## src/rtl/atu_viol_pkg.sv

```systemverilog
package atu_viol_pkg;
  localparam int unsigned KIND_N = 4;
  localparam int unsigned MAC_W  = 48;
  localparam int unsigned PVEC_W = 11;
  localparam int unsigned SPID_W = 4;

  typedef struct packed {
    logic [KIND_N-1:0] kinds;
    logic [MAC_W-1:0]  mac;
    logic [PVEC_W-1:0] pvec;
    logic [SPID_W-1:0] spid;
  } viol_ev_t;
endpackage

```

## src/rtl/atu_viol_merge.sv

```systemverilog
module atu_viol_merge
  import atu_viol_pkg::*;
(
  input  logic [KIND_N-1:0] kind_i,
  input  logic [MAC_W-1:0]  mac_i,
  input  logic [PVEC_W-1:0] pvec_i,
  input  logic [SPID_W-1:0] spid_i,
  output logic              push_o,
  output viol_ev_t          ev_o
);
  // simultaneous pulses share one field set and become a single event
  assign push_o   = |kind_i;
  assign ev_o     = '{kinds: kind_i, mac: mac_i, pvec: pvec_i, spid: spid_i};
endmodule

```

## src/rtl/atu_viol_queue.sv

```systemverilog
module atu_viol_queue
  import atu_viol_pkg::*;
(
  input  logic     clk_i,
  input  logic     rst_ni,
  input  logic     push_i,
  input  viol_ev_t ev_i,
  input  logic     pop_i,
  output logic     head_vld_o,
  output viol_ev_t head_o,
  output logic     ovf_o
);
  viol_ev_t head_q, tail_q, head_d, tail_d;
  logic     v0_q, v1_q, v0_d, v1_d, ovf_q, ovf_d;

  always_comb begin
    head_d = head_q;
    tail_d = tail_q;
    v0_d   = v0_q;
    v1_d   = v1_q;
    ovf_d  = ovf_q;
    if (pop_i) begin
      head_d = tail_q;
      v0_d   = v1_q;
      v1_d   = 1'b0;
    end
    // push lands in the slot freed by a same-cycle pop
    if (push_i) begin
      if (!v0_d) begin
        head_d = ev_i;
        v0_d   = 1'b1;
      end else if (!v1_d) begin
        tail_d = ev_i;
        v1_d   = 1'b1;
      end else begin
        ovf_d  = 1'b1;
      end
    end
  end

  always_ff @(posedge clk_i or negedge rst_ni) begin
    if (!rst_ni) begin
      head_q <= '0;
      tail_q <= '0;
      v0_q   <= 1'b0;
      v1_q   <= 1'b0;
      ovf_q  <= 1'b0;
    end else begin
      head_q <= head_d;
      tail_q <= tail_d;
      v0_q   <= v0_d;
      v1_q   <= v1_d;
      ovf_q  <= ovf_d;
    end
  end

  assign head_vld_o = v0_q;
  assign head_o     = head_q;
  assign ovf_o      = ovf_q;

  p_order_r6: assert property (@(posedge clk_i) disable iff (!rst_ni) v1_q |-> v0_q);
  p_ovf_sticky_r7: assert property (@(posedge clk_i) disable iff (!rst_ni) ovf_q |=> ovf_q);
  p_ovf_cause_r7: assert property (@(posedge clk_i) disable iff (!rst_ni)
    $rose(ovf_q) |-> $past(v0_q && v1_q));
endmodule

```

## src/rtl/atu_viol_cmd.sv

```systemverilog
module atu_viol_cmd
  import atu_viol_pkg::*;
#(
  parameter int unsigned CMD_LAT = 3
) (
  input  logic     clk_i,
  input  logic     rst_ni,
  input  logic     cmd_i,
  input  logic     head_vld_i,
  input  viol_ev_t head_i,
  output logic     busy_o,
  output logic     pop_o,
  output viol_ev_t res_o
);
  localparam int unsigned CNT_W = $clog2(CMD_LAT + 1);

  logic             busy_q;
  logic [CNT_W-1:0] cnt_q;
  viol_ev_t         res_q;

  assign pop_o = busy_q && (cnt_q == '0);

  always_ff @(posedge clk_i or negedge rst_ni) begin
    if (!rst_ni) begin
      busy_q <= 1'b0;
      cnt_q  <= '0;
      res_q  <= '0;
    end else if (!busy_q) begin
      if (cmd_i) begin
        busy_q <= 1'b1;
        cnt_q  <= CNT_W'(CMD_LAT - 1);
      end
    end else if (cnt_q == '0) begin
      busy_q <= 1'b0;
      res_q  <= head_vld_i ? head_i : '0;
    end else begin
      cnt_q  <= cnt_q - 1'b1;
    end
  end

  assign busy_o = busy_q;
  assign res_o  = res_q;

  p_accept_r3: assert property (@(posedge clk_i) disable iff (!rst_ni) cmd_i && !busy_q |=> busy_q);
  p_res_hold_r10: assert property (@(posedge clk_i) disable iff (!rst_ni) !busy_q |=> $stable(res_q));
  p_empty_zero_r9: assert property (@(posedge clk_i) disable iff (!rst_ni)
    pop_o && !head_vld_i |=> (res_q == '0));
endmodule

```

## src/rtl/atu_viol_capture.sv

```systemverilog
module atu_viol_capture
  import atu_viol_pkg::*;
#(
  parameter int unsigned CMD_LAT = 3
) (
  input  logic              clk_i,
  input  logic              rst_ni,
  input  logic [KIND_N-1:0] viol_kind_i,
  input  logic [MAC_W-1:0]  viol_mac_i,
  input  logic [PVEC_W-1:0] viol_pvec_i,
  input  logic [SPID_W-1:0] viol_spid_i,
  input  logic              cmd_i,
  output logic              busy_o,
  output logic              irq_o,
  output logic [KIND_N-1:0] flags_o,
  output logic [MAC_W-1:0]  mac_o,
  output logic [PVEC_W-1:0] pvec_o,
  output logic [SPID_W-1:0] spid_o,
  output logic              ovf_o
);
  logic     push, pop, head_vld;
  viol_ev_t ev, head, res;

  atu_viol_merge u_merge (
    .kind_i (viol_kind_i),
    .mac_i  (viol_mac_i),
    .pvec_i (viol_pvec_i),
    .spid_i (viol_spid_i),
    .push_o (push),
    .ev_o   (ev)
  );

  atu_viol_queue u_queue (
    .clk_i      (clk_i),
    .rst_ni     (rst_ni),
    .push_i     (push),
    .ev_i       (ev),
    .pop_i      (pop),
    .head_vld_o (head_vld),
    .head_o     (head),
    .ovf_o      (ovf_o)
  );

  atu_viol_cmd #(.CMD_LAT(CMD_LAT)) u_cmd (
    .clk_i      (clk_i),
    .rst_ni     (rst_ni),
    .cmd_i      (cmd_i),
    .head_vld_i (head_vld),
    .head_i     (head),
    .busy_o     (busy_o),
    .pop_o      (pop),
    .res_o      (res)
  );

  assign irq_o   = head_vld;
  assign flags_o = res.kinds;
  assign mac_o   = res.mac;
  assign pvec_o  = res.pvec;
  assign spid_o  = res.spid;

  p_irq_r2: assert property (@(posedge clk_i) disable iff (!rst_ni) (|viol_kind_i) |=> irq_o);
  p_irq_drop_r8: assert property (@(posedge clk_i) disable iff (!rst_ni)
    $fell(irq_o) |-> $fell(busy_o));
endmodule

```

## config.mk

```make
export PLATFORM = sky130hd
export DESIGN_NAME = atu_viol_capture
export DESIGN_NICKNAME = d
export VERILOG_FILES = /design/src/rtl/atu_viol_pkg.sv /design/src/rtl/atu_viol_merge.sv /design/src/rtl/atu_viol_queue.sv /design/src/rtl/atu_viol_cmd.sv /design/src/rtl/atu_viol_capture.sv
export SDC_FILE = /design/constraint.sdc
export NUM_CORES = 1
export LEC_CHECK = 0
export ABC_AREA = 1
export BUFFER_PORTS_ARGS = -buffer_cell sky130_fd_sc_hd__buf_2
export CAP_MARGIN = 15
export CORE_MARGIN = 2
export CORE_UTILIZATION = 30
export CTS_BUF_LIST = sky130_fd_sc_hd__clkbuf_2 sky130_fd_sc_hd__clkbuf_4 sky130_fd_sc_hd__clkbuf_8
export DETAILED_ROUTE_END_ITERATION = 6
export GPL_ROUTABILITY_DRIVEN = 0
export PLACE_DENSITY = 0.58
export SLEW_MARGIN = 20
export SYNTH_ARGS = -nofsm -noshare
export SYNTH_HDL_FRONTEND = slang
export SYNTH_SLANG_ARGS = --single-unit
```

## constraint.sdc

```tcl
create_clock -name clk_i -period 4.33 [get_ports clk_i]
set_input_delay 0.433 -clock clk_i [delete_from_list [all_inputs] [get_ports clk_i]]
set_output_delay 0.433 -clock clk_i [all_outputs]
set_load 0.1 [all_outputs]
```

After elaboration in Yosys (flattened, before gate mapping)
Index checks and enable logic that the tools add are counted.

storage, ports and cells
  input port bits = 70
  word-level logic and storage cells = 43
  bits in registers = 207
  output and inout port bits = 70

operators by class
  add/subtract/negate cells = 1
  reduce and logical (&&, ||, !) cells = 8
  mux-type cells = 15
  bitwise operators = 1
  equality and inequality tests = 1

operator list
  cell                                                                count
  67-bit two-way mux                                                  4
  1-bit two-way mux                                                   8
  2-bit two-way mux                                                   3
  3-bit AND reduction                                                 2
  2-bit AND reduction                                                 2
  4-bit OR reduction                                                  1
  2-bit zero test                                                     1
  2-bit != test, second input constant                                1
  2-bit nonzero test                                                  1
  2-bit by 1-bit subtractor with 2-bit output, second input constant  1
  1-bit logical AND                                                   1
  1-bit inverter                                                      1

Logic depth before layout (Yosys ltp)
Gate-level depths: netlist of run 1.

  depth in word-level cells = 5
  depth in mapped cells = 11
  depth with buffers taken out = 9

Modules after synthesis
Synthesis of run 1 repeated with hierarchy kept, for this count alone.

unflattened totals
  cell total of the unflattened synthesis = 1187
  area total of the unflattened synthesis = 9511.6 um^2

modules (own cells, without submodules)
  module          area an instance (um^2)  sequential area each (um^2)  times used  cells each
  atu_viol_queue  6189.7                   3428.3                       1           806
  atu_viol_cmd    2807.7                   1751.7                       1           311
  atu_viol_merge  514.2                    0.0                          1           70

Worst setup path before layout of run 1
Ideal clock, no wire load.

  kind = flip-flop to flip-flop
  start = register u_cmd.busy_q (netlist: u_cmd.busy_o)
  end = register u_queue.head_q (netlist bit u_queue.head_o[46])
  data arrival time = 1881 ps
  path slack = 2332 ps
  library setup time = 117 ps
  stages on the path, launching flop included = 10
  clock period less this slack = 1998 ps
  cells stage by stage = dfrtp_1 > nand2_2 > nand2_1 > nand2_2 > inv_2 > nand2_2 > buf_4 > buf_2 > nand2_1 > nand2_1

RTL lines
  what                    RTL line              RTL
  from (decl)             atu_viol_cmd.sv:17    logic busy_q;
  from (signal assigned)  atu_viol_cmd.sv:25    busy_q <= 1'b0;
  from (signal assigned)  atu_viol_cmd.sv:30    busy_q <= 1'b1;
  from (signal assigned)  atu_viol_cmd.sv:34    busy_q <= 1'b0;
  to (signal assigned)    atu_viol_queue.sv:43  head_q <= '0;
  to (signal assigned)    atu_viol_queue.sv:49  head_q <= head_d;
  to (decl)               atu_viol_queue.sv:13  viol_ev_t head_q, tail_q, head_d, tail_d;

==> summary.txt, run 1 <==
Outcome
  – Status: complete, no violations

Clocking
  – Clk sinks: 207
  – Bufs on Longest Clock Path: 3
  – Num CTS Buffers: 38
  – Clk root buf: clkbuf_8
  – CTS H-Tree Depth: 2
  – Clock latency on the worst-skew pair: 0.53 ns
  – Post-CTS sizing: 0
  – Clock transition at the registers of the reported paths: around 0.06 ns
  – CTS tree: built

Final layout
  – Area Overhead vs Synth: 18.3%
  – Final Cell Area: between 10000 and 15000 um^2
  – Layout Nets: 1233
  – Layout Utilization: 36.2%
  – Most frequent cells in the layout: nand2_1 (410), dfrtp_1 (207), buf_2 (138)
  – Commonest non-fill, non-tap cell in the layout: nand2_1
  – Filler cell count: roughly 3100
  – Layout cells sized above 1: a little under a fifth
  – Multi-input gate area: 3240 um^2
  – Register area: 5180 um^2

Timing
  – Tmin final: 2.59 ns
  – Relative slew slack: 36.3%
  – Clk_skew: a little under 0.03 ns
  – Final hold slack: roughly 0.15 ns
  – Fin crit share: between 50% and 60%
  – Final hold vios: 0
  – Slack of the critical path: 1.74 ns
  – Setup violation total in the final timing report: 0
  – Fmax: 0.387 GHz
  – Sum of negative setup slack: 0 ns
  – RSZ-0062 raised after global routing: no
  – Pins Over Slew Limit: 0
  – Worst-Margin Slew: 0.955 ns

Route
  – Vias per cell: 4.74
  – Wirelength per Cell: 15.4 um
  – Routed WL: 24.3 mm
  – Via count of the routed design: between 7000 and 8000
  – Post-DRT Antenna Nets: 0
  – DRT iter0 DRCs: 615
  – DRC errors left: 0
  – Drt pass-1 iters: 5

Synth
  – Syn nets: 1127
  – Mapped Cells: approximately 1100
  – Largest family of logic cells by synthesized area: simple AND/OR/NAND/NOR gates
  – XOR/XNOR Fraction of Synth Area: 0%
  – Synth warn: 0
  – Area of the mapped netlist: 9100 um^2
  – Seq/Total Area, Yosys: 56.9%
  – Synth Area in Simple Gates: 25.7%
  – Syn Area/Cell: 8.61 um^2
  – Adder-cell share of the synthesized area: 0.138%
  – Netlist cell types: 21
  – Complex-gate fraction of the synthesized area: 9.49%
  – Yosys reg bits: just over 200
  – Mux contribution to synthesized area: 0%

Critical path
  – R2R Setup Slk: 1.74 ns
  – Critical Path Fanout Max: 44
  – Crit end category: flip-flop
  – R2r endpoint: u_queue.head_o[42]$_DFF_PN0_
  – CP Launch Type: flip-flop
  – CP Class: flip-flop to flip-flop
  – Reg2reg start: u_cmd.cnt_q[0]$_DFFE_PN0P_
  – Register-to-Register Path Depth: 10
  – Worst EP arrival: 3.03 ns
  – Required @ worst endpoint: about 4.8 ns

GRT
  – Gr usage total: 15.6%
  – Number of global-route vias before repair: approximately 7000
  – Largest net degree at the start of global routing: approximately 130
  – Wire length of the first global-routing pass: 39.0 mm
  – GRT overflow: 0
  – Initial antenna violation count: 2

Flow run
  – MaxCap Viol Count: 0

Placement
  – Post-Place Worst Slack: 1.71 ns
  – Port bufs: roughly 140
  – Final HPWL DP: 13.9 mm
  – Cell Area, Placed: 9990 um^2

Floorplanning
  – I/O Pins: 140
  – Die width: approximately 180 um
  – Starting density of the core: 30.6%
  – Die H: ~180 um
  – Die Area: 31700 um^2
  – # rows: 63
  – Core area: 29700 um^2

Hold path
  – Hold path endpoint: u_queue.head_o[65]$_DFF_PN0_
  – Hold Path Class: primary input to flip-flop
  – Hold path cells: 3
  – Min-delay src: viol_kind_i[2]

Power
  – Maximum vdd drop: around 0.50 mV
  – Power density cells: 902 nW/um^2
  – Pleak: 5.56 nW
-- layer usage --
| metal | track usage, % | part of all wire, % | vias to the layer above |
|---|---|---|---|
| met3 | 3.09 | 5.3 | 47 |
| met4 | 4.61 | 2.5 | 0 |
| met2 | 25.5 | 47 | 194 |
| met5 | 0 | 0 | - |
| li1 | - | - | 3692 |
| met1 | 21.1 | 45 | 3542 |
-- area by class of cell --
class	instances	area share (%)
clock buffer	58	6.54
tap	390	4.53
antenna	1	0.0232
timing repair buffer	151	7.53
sequential	207	48.1
multi-input combinational	690	30.1
clock inverter	5	0.546
inverter	74	2.60
-- cells by family after synthesis --
group	Yosys count
buf+inv	159
compound gates	138
fa+ha+maj	1
simple gates	551
flops	207
-- metrics by stage --
step | cells | total power, mW
CTS | 1575 | 9.83
floorplan | 1056 | 6.96
finish | 1576 | 9.71
detailed placement | 1511 | 7.89
global route | 1575 | 10.4
global placement | 1511 | 7.81
-- worst max-delay path, stage by stage, from the launching register on --
cell,delay [ns]
dfrtp_1,0.33
inv_1,0.06
ha_1,0.25
nand2_4,0.39
nand2_1,0.17
nand2_4,0.12
inv_2,0.04
nand2_2,0.62
buf_4,0.38
nand2_1,0.08
nand2_1,0.07
-- power breakdown --
| group | internal (mW) | switching [mW] | total (mW) |
|---|---|---|---|
| sequential | 2.78 | 0.344 | 3.13 |
| combinational | 1.02 | 3.67 | 4.68 |
| clock | 1.09 | 0.805 | 1.90 |
| total | 4.89 | 4.82 | 9.71 |
-- cells in the mapped netlist --
library cell | number | area, um^2
nand2_1 | 410 | 1540
dfrtp_1 | 207 | 5180
inv_1 | 72 | 270
nand4_1 | 67 | 419
o31ai_1 | 67 | 503
nand3_1 | 65 | 325
o21ai_0 | 52 | 260
clkbuf_1 | 42 | 158
buf_2 | 21 | 105
o21ai_1 | 17 | 85.1
buf_1 | 8 | 30.0
buf_4 | 7 | 52.6
buf_6 | 7 | 78.8
nand2_2 | 5 | 31.3
nor2_1 | 3 | 11.3
a22oi_1 | 1 | 7.51
ha_1 | 1 | 12.5
inv_2 | 1 | 3.75
inv_4 | 1 | 6.26
nand3_2 | 1 | 10.0
o21bai_1 | 1 | 7.51
-- how the worst max path moves through the flow --
stage	slack (ns)	cells after the start	from	endpoint
after floorplan	2.33	9	u_cmd.busy_o$_DFF_PN0_	u_queue.head_o[46]$_DFF_PN0_
final	1.74	10	u_cmd.cnt_q[0]$_DFFE_PN0P_	u_queue.head_o[42]$_DFF_PN0_
after global routing	1.45	10	u_cmd.cnt_q[0]$_DFFE_PN0P_	u_queue.head_o[29]$_DFF_PN0_
after CTS	1.68	10	u_cmd.cnt_q[0]$_DFFE_PN0P_	u_queue.head_o[29]$_DFF_PN0_
after global placement	1.75	10	u_cmd.cnt_q[0]$_DFFE_PN0P_	u_queue.head_o[31]$_DFF_PN0_
after detailed placement	1.71	10	u_cmd.cnt_q[0]$_DFFE_PN0P_	u_queue.head_o[22]$_DFF_PN0_
-- what timing repair did --
| action | 4_1_cts | 5_1_grt |
|---|---|---|
| hold buffers | 1 | 0 |
| buffers inserted | 0 | 0 |
| endpoints found under the setup margin | 0 | 0 |
| hold endpoints to repair | 81 | 0 |
-- state kept, by name, indices dropped and copies added, names as in the netlist --
signal              cells
u_queue.ovf_o           1
u_queue.v1_q            1
u_cmd.res_o            67
u_queue.head_o         67
u_cmd.busy_o            1
u_queue.tail_q         67
u_queue.head_vld_o      1
u_cmd.cnt_q             2
Note: power is estimated with default switching activity, not from simulation.
==> inputs of run 2 (changes only) <==
Settings changed: ABC_AREA 1 to 0, PLACE_DENSITY 0.58 to 0.59.
Clock period 4.33 ns to 2.36 ns, I/O delays scaled along.
==> summary.txt, run 2 <==
GRT
  – M2 GR Usage: between 20% and 30%
  – Gr usage total: 12.7%
  – Initial antenna violation count: 1
  – GRT overflow: 0
  – Met3 usage: under 10%
  – GRT busiest layer: met2
  – Grt met1 use: ~17%
  – Largest net degree at the start of global routing: roughly 80
  – Wire length of the first global-routing pass: between 30 and 40 mm
  – Number of global-route vias before repair: roughly 6000

Timing
  – Tmin final: 2.10 ns
  – Fmax: between 0.4 and 0.5 GHz
  – Final hold vios: 0
  – RSZ-0062 raised after global routing: no
  – Sum of negative setup slack: 0 ns
  – Clk_skew: 0.0243 ns
  – Worst-Margin Slew: 0.542 ns
  – Fin crit share: 88.9%
  – Pins Over Slew Limit: 0
  – Relative slew slack: between 60% and 70%
  – Setup violation total in the final timing report: 0
  – Slack of the critical path: 0.261 ns

Synth
  – Area of the mapped netlist: slightly below 9000 um^2
  – Synth top area cells: dfrtp_1 (60%), mux2_2 (26%), nand2_1 (5.9%)
  – Top-count cell post-synth: dfrtp_1
  – Syn Area/Cell: 12.9 um^2
  – Ys async rst share: 100%
  – Seq/Total Area, Yosys: 59.7%
  – Number of synthesized flops with an enable pin: 0
  – Post-synth top area cell: dfrtp_1
  – Netlist cell types: 25
  – Top post-synthesis cells by count: dfrtp_1 (207), mux2_2 (199), nand2_1 (137), o21ai_0 (68), buf_2 (17)
  – Share of the synthesized area in the top cell type: 59.7%
  – Syn nets: 746
  – Synth warn: 0
  – Post-synth top flop: dfrtp_1
  – Mapped Cells: approximately 680
  – Yosys reg bits: roughly 210

Final layout
  – Commonest non-fill, non-tap cell in the layout: dfrtp_1
  – Layout Nets: ~960
  – Antenna diodes: 0
  – Most frequent cells in the layout: dfrtp_1 (206), mux2_2 (199), buf_2 (138)
  – Layout cells sized above 1: 46.1%
  – Layout Utilization: 39.5%
  – Area Overhead vs Synth: 30.5%
  – Fin cells: 1299

Clocking
  – Number of setup buffers added after CTS: 0
  – Clock transition at the registers of the reported paths: roughly 0.050 ns
  – CTS H-Tree Depth: 2
  – Num CTS Buffers: 39
  – Clock latency on the worst-skew pair: 0.52 ns
  – Bufs on Longest Clock Path: 3
  – CTS tree: built
  – Clk sinks: 207
  – Clk root buf: clkbuf_8

Placement
  – Dpl cells: 1167
  – Final HPWL DP: approximately 11 mm
  – Post-Place Worst Slack: 0.266 ns
  – Port bufs: 139

Flow run
  – MaxCap Viol Count: 0

Critical path
  – Required @ worst endpoint: 2.74 ns
  – Critical Path Fanout Max: 35
  – CP Class: flip-flop to flip-flop
  – Worst EP arrival: 2.48 ns
  – CP Launch Type: flip-flop
  – Crit end category: flip-flop

Route
  – DRC errors left: 0
  – Wirelength per Cell: 14.4 um
  – Routed WL: approximately 19 mm
  – Via count of the routed design: 5718
  – DRT iter0 DRCs: 110
  – Drt pass-1 iters: 4
  – Post-DRT Antenna Nets: 0
  – Vias per cell: 4.40

Floorplanning
  – Die width: 174 um
  – Die H: 174 um
  – Core area: ~29000 um^2
  – Die Area: 30300 um^2
  – # rows: 62
  – Starting density of the core: between 30% and 40%
  – I/O Pins: 140

Outcome
  – Status: complete, no violations

Hold path
  – Hold Path Class: primary input to flip-flop
## run 2: cell count changes after synthesis, sizes merged, moves of 2 or more
cell and change:
nand4 -67, inv -72, buf -14, a21oi +2, nand2 -278, o31ai -67, mux2 +199, clkbuf -27
nand3 -66
## run 2: through the flow
step	area, um^2	hold slack (ns)
5_1_grt	11300	0.0414
6_report	11300	0.0553
3_3_place_gp	9860	0.245
4_1_cts	11300	0.00641
3_5_place_dp	9860	0.244
2_1_floorplan	8680	-0.0596
## run 2: routing by layer
metal / up-vias / wire [um]
li1: 2761 / -
met1: 2797 / 8730
met2: 123 / 8640
met3: 35 / 929
met4: 2 / 357
met5: - / 13
## run 2: worst paths after layout
path / start / endpoint / slack [ns] / cells after the start
worst min register to register: u_queue.ovf_o$_DFFE_PN0P_ / u_queue.ovf_o$_DFFE_PN0P_ / 0.46 / 1
worst max register to register: u_cmd.cnt_q[0]$_DFFE_PN0P_ / u_queue.head_o[11]$_DFF_PN0_ / 0.26 / 6
worst max-delay path: u_cmd.cnt_q[0]$_DFFE_PN0P_ / u_queue.head_o[11]$_DFF_PN0_ / 0.26 / 6
min in group asynchronous: rst_ni / u_cmd.res_o[12]$_DFFE_PN0P_ / 0.30 / 2
max in group asynchronous: rst_ni / u_queue.tail_q[25]$_DFFE_PN0P_ / 1.37 / 3
worst min-delay path: viol_kind_i[3] / u_queue.tail_q[66]$_DFFE_PN0P_ / 0.06 / 2
## run 2: worst max-delay path, stage by stage, from the launching register on
cell      delay [ns]
dfrtp_1         0.35
inv_1           0.08
ha_1            0.34
a21boi_1        0.22
nor3_4          0.31
buf_12          0.28
mux2_2          0.37
## run 2: cells by family (layout without fill, tap and decap cells)
family,after synthesis,in the layout,share of synthesized area [%]
flip-flops,207,207,59.7
multiplexers,200,200,25.9
AND/OR/NAND/NOR,144,144,6.45
AO/OA/AOI/OAI,77,77,4.76
buffers and inverters,46,286,3.01
adder cells (fa/ha/maj),1,1,0.144
## run 2: cell type report
| type | count | area, um^2 |
|---|---|---|
| clock buffer | 57 | 728 |
| clock inverter | 8 | 65.1 |
| fill | 2737 | 17300 |
| inverter | 2 | 7.51 |
| multi-input combinational | 422 | 3260 |
| sequential | 207 | 5180 |
| tap | 384 | 480 |
| timing repair buffer | 219 | 1600 |
## run 2: repair_timing
| item | 4_1_cts | 5_1_grt |
|---|---|---|
| setup endpoints to repair | 0 | 0 |
| hold buffers | 67 | 0 |
| endpoints found under the hold margin | 196 | 0 |
| gates resized for setup | 0 | 0 |
Power of run 2 is not shown: default switching activity piles up to over one toggle a cycle in this logic, so the estimate is an artifact.
